<file path="config.mk">
export PLATFORM = sky130hd
export DESIGN_NAME = cam_search_array
export DESIGN_NICKNAME = d
export VERILOG_FILES = /design/src/rtl/cam_pkg.sv /design/src/rtl/cam_word_store.sv /design/src/rtl/cam_match_vec.sv /design/src/rtl/cam_prio_enc.sv /design/src/rtl/cam_search_array.sv
export SDC_FILE = /design/constraint.sdc
export NUM_CORES = 2
export LEC_CHECK = 0
export ABC_AREA = 1
export BUFFER_PORTS_ARGS = -buffer_cell sky130_fd_sc_hd__buf_2
export CAP_MARGIN = 20
export CORE_MARGIN = 4
export CORE_UTILIZATION = 35
export CTS_CLUSTER_SIZE = 24
export DETAILED_ROUTE_END_ITERATION = 8
export GPL_TIMING_DRIVEN = 0
export PLACE_DENSITY_LB_ADDON = 0.08
export SLEW_MARGIN = 20
export SYNTH_ARGS = -nofsm -noshare
export SYNTH_HDL_FRONTEND = slang
export SYNTH_SLANG_ARGS = --single-unit
</file>
<file path="constraint.sdc">
create_clock -name clk -period 1.6 [get_ports clk]
set_input_delay 0 -clock clk [delete_from_list [all_inputs] [get_ports clk]]
set_output_delay 0 -clock clk [all_outputs]
set_load 0.1 [all_outputs]
</file>
<file path="src/rtl/cam_pkg.sv">
package cam_pkg;
  localparam int STATUS_W     = 32;
  localparam int ADDR_FIELD_W = 27;

  typedef enum logic [1:0] {
    OP_WRITE      = 2'd0,
    OP_READ       = 2'd1,
    OP_INVAL      = 2'd2,
    OP_WRITE_SKIP = 2'd3
  } acc_op_e;
endpackage

</file>
<file path="src/rtl/cam_word_store.sv">
module cam_word_store #(
  parameter int WORDS  = 8,
  parameter int DATA_W = 64,
  localparam int AW    = $clog2(WORDS)
) (
  input  logic                          clk,
  input  logic                          rst_n,
  input  logic                          wr_en,
  input  logic                          wr_skip,
  input  logic                          inv_en,
  input  logic [AW-1:0]                 addr,
  input  logic [DATA_W-1:0]             wdata,
  output logic [WORDS-1:0][DATA_W-1:0]  word_data,
  output logic [WORDS-1:0]              skip_tag,
  output logic [WORDS-1:0]              empty_tag
);
  for (genvar w = 0; w < WORDS; w++) begin : g_word
    logic sel;
    assign sel = (addr == AW'(w));
    always_ff @(posedge clk) begin
      if (!rst_n) begin
        word_data[w] <= '0;
        skip_tag[w]  <= 1'b0;
        empty_tag[w] <= 1'b1;
      end else if (sel && wr_en) begin
        word_data[w] <= wdata;
        skip_tag[w]  <= wr_skip;
        empty_tag[w] <= 1'b0;
      end else if (sel && inv_en) begin
        skip_tag[w]  <= 1'b0;
        empty_tag[w] <= 1'b1;
      end
    end
  end
endmodule

</file>
<file path="src/rtl/cam_match_vec.sv">
module cam_match_vec #(
  parameter int WORDS  = 8,
  parameter int DATA_W = 64
) (
  input  logic [WORDS-1:0][DATA_W-1:0] word_data,
  input  logic [WORDS-1:0]             skip_tag,
  input  logic [WORDS-1:0]             empty_tag,
  input  logic [DATA_W-1:0]            key,
  input  logic [DATA_W-1:0]            ignore_bits,
  input  logic                         forced,
  input  logic [1:0]                   code,
  output logic [WORDS-1:0]             hit
);
  for (genvar w = 0; w < WORDS; w++) begin : g_cmp
    logic data_eq;
    logic tag_ok;
    assign data_eq = ~|((word_data[w] ^ key) & ~ignore_bits);
    assign tag_ok  = forced ? ({skip_tag[w], empty_tag[w]} == code)
                            : (!skip_tag[w] && !empty_tag[w]);
    assign hit[w]  = data_eq && tag_ok;
  end
endmodule

</file>
<file path="src/rtl/cam_prio_enc.sv">
module cam_prio_enc #(
  parameter int WORDS = 8,
  localparam int AW   = $clog2(WORDS)
) (
  input  logic [WORDS-1:0] hit,
  output logic             any_hit,
  output logic             multi_hit,
  output logic [AW-1:0]    first_idx
);
  assign any_hit   = |hit;
  assign multi_hit = |(hit & (hit - WORDS'(1)));

  always_comb begin
    first_idx = '0;
    for (int i = WORDS - 1; i >= 0; i--) begin
      if (hit[i]) first_idx = AW'(i);
    end
  end
endmodule

</file>
<file path="src/rtl/cam_search_array.sv">
module cam_search_array
  import cam_pkg::*;
#(
  parameter int WORDS  = 8,
  parameter int DATA_W = 64,
  localparam int AW    = $clog2(WORDS)
) (
  input  logic                 clk,
  input  logic                 rst_n,
  input  logic                 acc_valid,
  output logic                 acc_ready,
  input  logic [1:0]           acc_op,
  input  logic [AW-1:0]        acc_addr,
  input  logic [DATA_W-1:0]    acc_wdata,
  output logic                 rd_valid,
  input  logic                 rd_ready,
  output logic [DATA_W-1:0]    rd_data,
  input  logic                 cmp_strobe,
  input  logic                 cmp_forced,
  input  logic [1:0]           cmp_code,
  input  logic [DATA_W-1:0]    comparand,
  input  logic                 mask_en,
  input  logic [DATA_W-1:0]    mask,
  output logic [STATUS_W-1:0]  status
);
  logic                         take;
  logic                         op_wr, op_rd, op_inv;
  logic [WORDS-1:0][DATA_W-1:0] word_data;
  logic [WORDS-1:0]             skip_tag, empty_tag, hit;
  logic                         any_hit, multi_hit;
  logic [AW-1:0]                first_idx;
  logic                         match_n_q, multi_n_q;
  logic [ADDR_FIELD_W-1:0]      addr_q;
  logic [1:0]                   last_tag_q;

  assign acc_ready = !rd_valid || rd_ready;
  assign take      = acc_valid && acc_ready;
  assign op_wr     = take && (acc_op == OP_WRITE || acc_op == OP_WRITE_SKIP);
  assign op_rd     = take && (acc_op == OP_READ);
  assign op_inv    = take && (acc_op == OP_INVAL);

  cam_word_store #(.WORDS(WORDS), .DATA_W(DATA_W)) u_store (
    .clk       (clk),
    .rst_n     (rst_n),
    .wr_en     (op_wr),
    .wr_skip   (acc_op == OP_WRITE_SKIP),
    .inv_en    (op_inv),
    .addr      (acc_addr),
    .wdata     (acc_wdata),
    .word_data (word_data),
    .skip_tag  (skip_tag),
    .empty_tag (empty_tag)
  );

  cam_match_vec #(.WORDS(WORDS), .DATA_W(DATA_W)) u_match (
    .word_data   (word_data),
    .skip_tag    (skip_tag),
    .empty_tag   (empty_tag),
    .key         (comparand),
    .ignore_bits (mask_en ? mask : '0),
    .forced      (cmp_forced),
    .code        (cmp_code),
    .hit         (hit)
  );

  cam_prio_enc #(.WORDS(WORDS)) u_prio (
    .hit       (hit),
    .any_hit   (any_hit),
    .multi_hit (multi_hit),
    .first_idx (first_idx)
  );

  // compare result registers
  always_ff @(posedge clk) begin
    if (!rst_n) begin
      match_n_q <= 1'b1;
      multi_n_q <= 1'b1;
      addr_q    <= '1;
    end else if (cmp_strobe) begin
      match_n_q <= !any_hit;
      multi_n_q <= !multi_hit;
      addr_q    <= any_hit ? ADDR_FIELD_W'(first_idx) : '1;
    end
  end

  // read response channel
  always_ff @(posedge clk) begin
    if (!rst_n) begin
      rd_valid   <= 1'b0;
      rd_data    <= '0;
      last_tag_q <= 2'b11;
    end else if (op_rd) begin
      rd_valid   <= 1'b1;
      rd_data    <= word_data[acc_addr];
      last_tag_q <= {skip_tag[acc_addr], empty_tag[acc_addr]};
    end else if (rd_ready) begin
      rd_valid   <= 1'b0;
    end
  end

  assign status = {(|empty_tag), multi_n_q, last_tag_q, addr_q, match_n_q};
endmodule

</file>
* After elaboration in Yosys (flattened, before gate mapping) *
Cells that the tools add are included.
Widths: inputs -> output; s select.

storage, ports and cells
  flip-flop bits (word level) = 624
  bits of input ports = 206
  logic and storage cells = 213

operators by class
  add/subtract/negate cells = 1
  magnitude comparators = 1
  eq/ne operators = 18
  multiplexer cells = 58
  bitwise logic cells = 18
  reductions and logical operators = 87

operators by type and width
  kind                 number
  $and 64x64->64       8
  $reduce_or 64->1     8
  $xor 64x64->64       8
  $bmux 64 s3          1
  $mux 64              2
  $not 64->64          1
  $mux 1               44
  $logic_and 1x1->1    36
  $logic_not 1->1      27
  $mux 27              1
  $mux 3               8
  $reduce_or 8->1      3
  $reduce_bool 2->1    9
  $eq 2x2->1           8
  $eq 3x3->1 const B   4
  $and 8x8->8          1
  $sub 8x1->8 const B  1
  $bmux 1 s3           2
  $eq 3x2->1 const B   2
  $eq 2x2->1 const B   2
  $lt 3x4->1 const B   1
  $eq 3x1->1 const B   1
  $logic_not 3->1      1
  $eq 2x1->1 const B   1
  2 further kinds      3

* Logic depth before layout (Yosys ltp) *
  word-level depth = 15
  depth in mapped cells = 19
  depth with buffers taken out = 17

* By module *
Synthesis repeated with hierarchy kept, for this count alone.

unflattened totals
  cells, all modules = 7253
  area, all modules = 40547.6 µm²

by module, submodules not included
  module            instances  cells each  area an instance (µm²)  seq. area each (µm²)
  cam_word_store    1          2558        19730.2                 10570.1
  cam_match_vec     1          2617        10814.1                 0.0
  cam_search_array  1          2034        9811.9                  1441.4
  cam_prio_enc      1          44          191.4                   0.0

* Worst setup path after synthesis *
Ideal clock, no wire load.

  path kind = reg2reg
  from = reg rd_valid
  to = reg u_store.word_data[314] (netlist name)
  data arrival time = 3134 ps
  path slack = -1604 ps
  cell stages (with the launch flop) = 11
  clock period less this slack = 3204 ps
  path through = dfxtp_1 nand2_1 nand2_1 inv_1 nand2_1 nor3_1 inv_1 clkbuf_1 clkbuf_1 o21ai_0 a21oi_1

between the ends
  cells in the longest elaborated chain, start to end = 5

ends and longest elaborated chain
  what                             RTL line                text
  from (decl)                      cam_search_array.sv:15  output logic rd_valid,
  from (signal assigned)           cam_search_array.sv:89  rd_valid <= 1'b0;
  from (signal assigned)           cam_search_array.sv:93  rd_valid <= 1'b1;
  from (signal assigned)           cam_search_array.sv:97  rd_valid <= 1'b0;
  $logic_not 1->1                  cam_search_array.sv:36  assign acc_ready = !rd_valid || rd_ready;
  $logic_or 1x1->1                 cam_search_array.sv:36
  via acc_ready                    cam_search_array.sv:11  output logic acc_ready,
  $logic_and 1x1->1                cam_search_array.sv:37  assign take = acc_valid && acc_ready;
  $logic_and 1x1->1                cam_search_array.sv:38  assign op_wr = take && (acc_op == OP_WRITE || acc_op == OP_WRITE_SKIP);
  $logic_and 1x1->1                cam_word_store.sv:25    end else if (sel && wr_en) begin
  to (signal, indexed assignment)  cam_word_store.sv:26    word_data[w] <= wdata;
  to (decl)                        cam_word_store.sv:13    output logic [WORDS-1:0][DATA_W-1:0] word_data,

The timed path passes the listed nets, and every way through them passes these cells.
A chain may end at the register's enable or synchronous reset.

* Worst setup path in the final report *
  from = reg u_store.word_data[265] (netlist name)
  to = reg addr_q[0]

between the ends
  cells in the longest elaborated chain, start to end = 11

ends and longest elaborated chain
  what                   RTL line                text
  $xor 64x64->64 (*)     cam_match_vec.sv:17     assign data_eq = ~|((word_data[w] ^ key) & ~ignore_bits);
  $and 64x64->64 (*)     cam_match_vec.sv:17
  $reduce_or 64->1 (*)   cam_match_vec.sv:17
  $logic_not 1->1 (*)    cam_match_vec.sv:17
  $logic_and 1x1->1 (*)  cam_match_vec.sv:20     assign hit[w] = data_eq && tag_ok;
  $mux 3 (5 in series)   cam_prio_enc.sv:16      if (hit[i]) first_idx = AW'(i);
  $mux 27 (*)            cam_search_array.sv:82  addr_q <= any_hit ? ADDR_FIELD_W'(first_idx) : '1;
  to (signal assigned)   cam_search_array.sv:82
  to (decl)              cam_search_array.sv:33  logic [ADDR_FIELD_W-1:0] addr_q;

Mark *: on every way between the ends. The rest lies on a longest branch, timed or not.

==> out/results.tsv <==
metric	value	unit
path_max_fanout	4	
hold_class	input port to flop	
overflow	0	
avgSynthCellArea	6.23	um^2
yosys.area.top_type_share	35.1	%
num-fill-cells	10000	
clk_pin_slew	0.06	ns
via_per_inst	6.10	
antenna_found_initial	31	
die_w	321	um
rows	114	
cts_max_level	3	
floorplan.die_area	103000	um^2
fin_crit	2.29	ns
clockBufferDepth	3	
drt_wl_total	239	mm
cts_buffers	76	
hold_violations	0	
yosysWarningCount	0	
tightest_slew	1.38	ns
startpoint_type	flop	
first_pass_iters	8	
async_flop_share	0	%
required	2.16	ns
synth_seq_cells	600	
postRouteAntennaNets	0	
grt_max_degree	27	
r2r_slack	-0.69	ns
route.detailed.drc	0	
powerDensity	907	nW/um^2
layout_commonest_cell	nand2_1	
synth_fp_nets	5704	
cts_root_buffer	clkbuf_16	
finalClockSkew	0.0200	ns
synthFlopType	dfxtp_1	
tns	-191.10	ns
drive_above_1_share	23.7	%
rsz0062_at_grt	true	
io_pins	304	
p_int	28000	uW
multi_input_area	21300	um^2
power.share.switching	35.0	%
io_buffers	246	
worst_slack	-0.691	ns
finish.utilization	48.9	%
max_slew_margin	8.15	%
status	complete, but fails checks	
track_usage	42.9	%
critPathKind	flop to flop	
die_h	321	um
drt_first_iter_violations	6181	
cts_num_sinks	600	
floorplan.initialDensity	35.4	%
wire_per_inst	32.5	um
worstPathArrival	2.85	ns
final_nets	6221	
cts_tree	built	
combPwrFrac	22.6	%
first_global_vias	39500	
netlist_instances	5495	
drv_cap	0	
fin_crit_sh	143	%
slew_violations	0	
synth_cell_types	42	
seq_power_share	36.4	%
leakage	0.0193	uW
post-dp-hpwl	167	mm
synth_top_area_cell	dfxtp_1	
synthTopCellsByArea	dfxtp_1, nand2_1, o21ai_0	
violations	negative setup slack	
final-setup-viol-count	624	
grt_pass1_wl	311	mm
areaGrowthSynthToFinish	38.3	%
gp_congestion	1.05	
num_vias	44900	
switching_power	15000	uW
vdd_drop_max	0.658	mV
synth_area	34300	um^2
ff_latch_area	12000	um^2
pwr-share-clk	41.0	%
yosysSeqAreaShare	35.1	%
layout_common_cells	nand2_1, inv_1, dfxtp_1	
synth-edff-count	0	
critPathCaptureType	flop	
clock.fmax	437	MHz
insertion_delay	0.68	ns
core	96900	um^2
cell usage after synthesis, types with 2 or more instances:
cell / count
nand2_1: 1353
nor3_2: 5
buf_1: 10
or2_2: 6
inv_1: 627
nand3b_1: 5
buf_8: 4
inv_2: 6
clkbuf_1: 274
a221oi_1: 17
buf_6: 2
xor2_1: 4
o22ai_1: 245
nand3_2: 6
o21ai_0: 687
ha_1: 3
dfxtp_1: 600
o211a_1: 3
nor2_2: 6
a31oi_1: 49
o31ai_1: 15
clkinv_1: 4
nand3_1: 498
o2111ai_1: 2
nor2_1: 294
o21ai_1: 23
nand2_2: 30
nand2_4: 9
buf_2: 22
a21oi_1: 530
buf_4: 26
nand4_1: 78
nor3_1: 20
a211oi_1: 3
clkbuf_2: 22
metal layers:
| metal | vias up | GRT usage, % | wire (um) |
|---|---|---|---|
| met4 | 12 | 28.4 | 20900 |
| met2 | 3075 | 64.7 | 100000 |
| met1 | 21500 | 53.9 | 89500 |
| met5 | - | 0 | 70 |
| met3 | 824 | 11.5 | 28400 |
| li1 | 19400 | - | - |
area by class of cell:
cell class | count | area share [%]
Multi-Input combinational cell | 3897 | 44.9
Sequential cell | 600 | 25.4
Timing Repair Buffer | 447 | 9.05
Buffer | 353 | 6.96
Inverter | 637 | 5.17
Clock buffer | 126 | 5.06
Tap cell | 1276 | 3.37
Antenna cell | 15 | 0.0792
Clock inverter | 5 | 0.0528
worst max-delay path: stages (launching register included):
cell and delay (ns):
dfxtp_2 0.34, nand2_1 0.08, nand3_4 0.15, nand4_1 0.39, nor2_4 0.32, nand2_2 0.09, nor2_4 0.20, nand3_4 0.13
nand3_2 0.10, nand2_1 0.06, nand2_1 0.05, nand2_1 0.07, nand2_2 0.12, nand2_1 0.06
cell families (layout without fill, tap and decap cells):
group / count (synthesis) / after routing / synth area share (%)
other: 0 / 15 / 0
xor gates and xnor gates: 5 / 5 / 0.128
AOI/OAI and AO/OA: 1575 / 1575 / 24.5
and+or+nand+nor: 2314 / 2314 / 28.6
DFF: 600 / 600 / 35.1
adders and majority gates: 3 / 3 / 0.110
buffers and inverters: 998 / 1568 / 11.6
registers in the layout, summed over array words and instances, names as in the netlist:
name / cells
multi_n_q: 1
last_tag_q: 2
addr_q: 4
rd_data: 64
rd_valid: 1
u_store.empty_tag: 8
u_store.word_data: 512
u_store.skip_tag: 8
metrics by stage:
stage | setup WS, ns | hold WS [ns] | cell area [um^2] | instances | power (uW)
after global routing | -0.706 | 0.0437 | 47300 | 7346 | 43700
final | -0.691 | 0.0226 | 47400 | 7356 | 43000
after global placement | -2.09 | 0.378 | 38000 | 7017 | 23800
after detailed placement | -1.79 | 0.373 | 38000 | 7018 | 23800
after CTS | -0.593 | 0.00288 | 44200 | 7288 | 41900
after floorplan | -0.169 | 0.135 | 35200 | 5495 | 20200
worst paths after layout:
check | cells after the start | end | start
setup / recovery | 13 | addr_q[0]$_SDFFE_PN1P_ | u_store.word_data[265]$_SDFFE_PN0P_
hold / removal | 5 | u_store.empty_tag[7]$_SDFFE_PN1P_ | acc_addr[0]
setup reg to reg | 13 | addr_q[0]$_SDFFE_PN1P_ | u_store.word_data[265]$_SDFFE_PN0P_
hold reg to reg | 2 | last_tag_q[0]$_SDFFE_PN1P_ | last_tag_q[0]$_SDFFE_PN1P_
timing repair:
action                                  in CTS  in global routing
endpoints found under the setup margin     625                600
gates resized for setup                    625                736
hold buffers                                70                  0
cloned                                      29                 38
endpoints found under the hold margin      524                  0
pin swaps                                   52                105
setup buffers                               41                 27
power by group through the flow:
stage	logic, uW	registers, uW	clock network [uW]
4_1_cts	8630	15600	17600
2_1_floorplan	3720	16500	0
3_3_place_gp	7900	15900	0
3_5_place_dp	7910	15900	0
5_1_grt	9850	15700	18200
6_report	9710	15600	17600
Note: power is estimated with default switching activity, not from simulation.
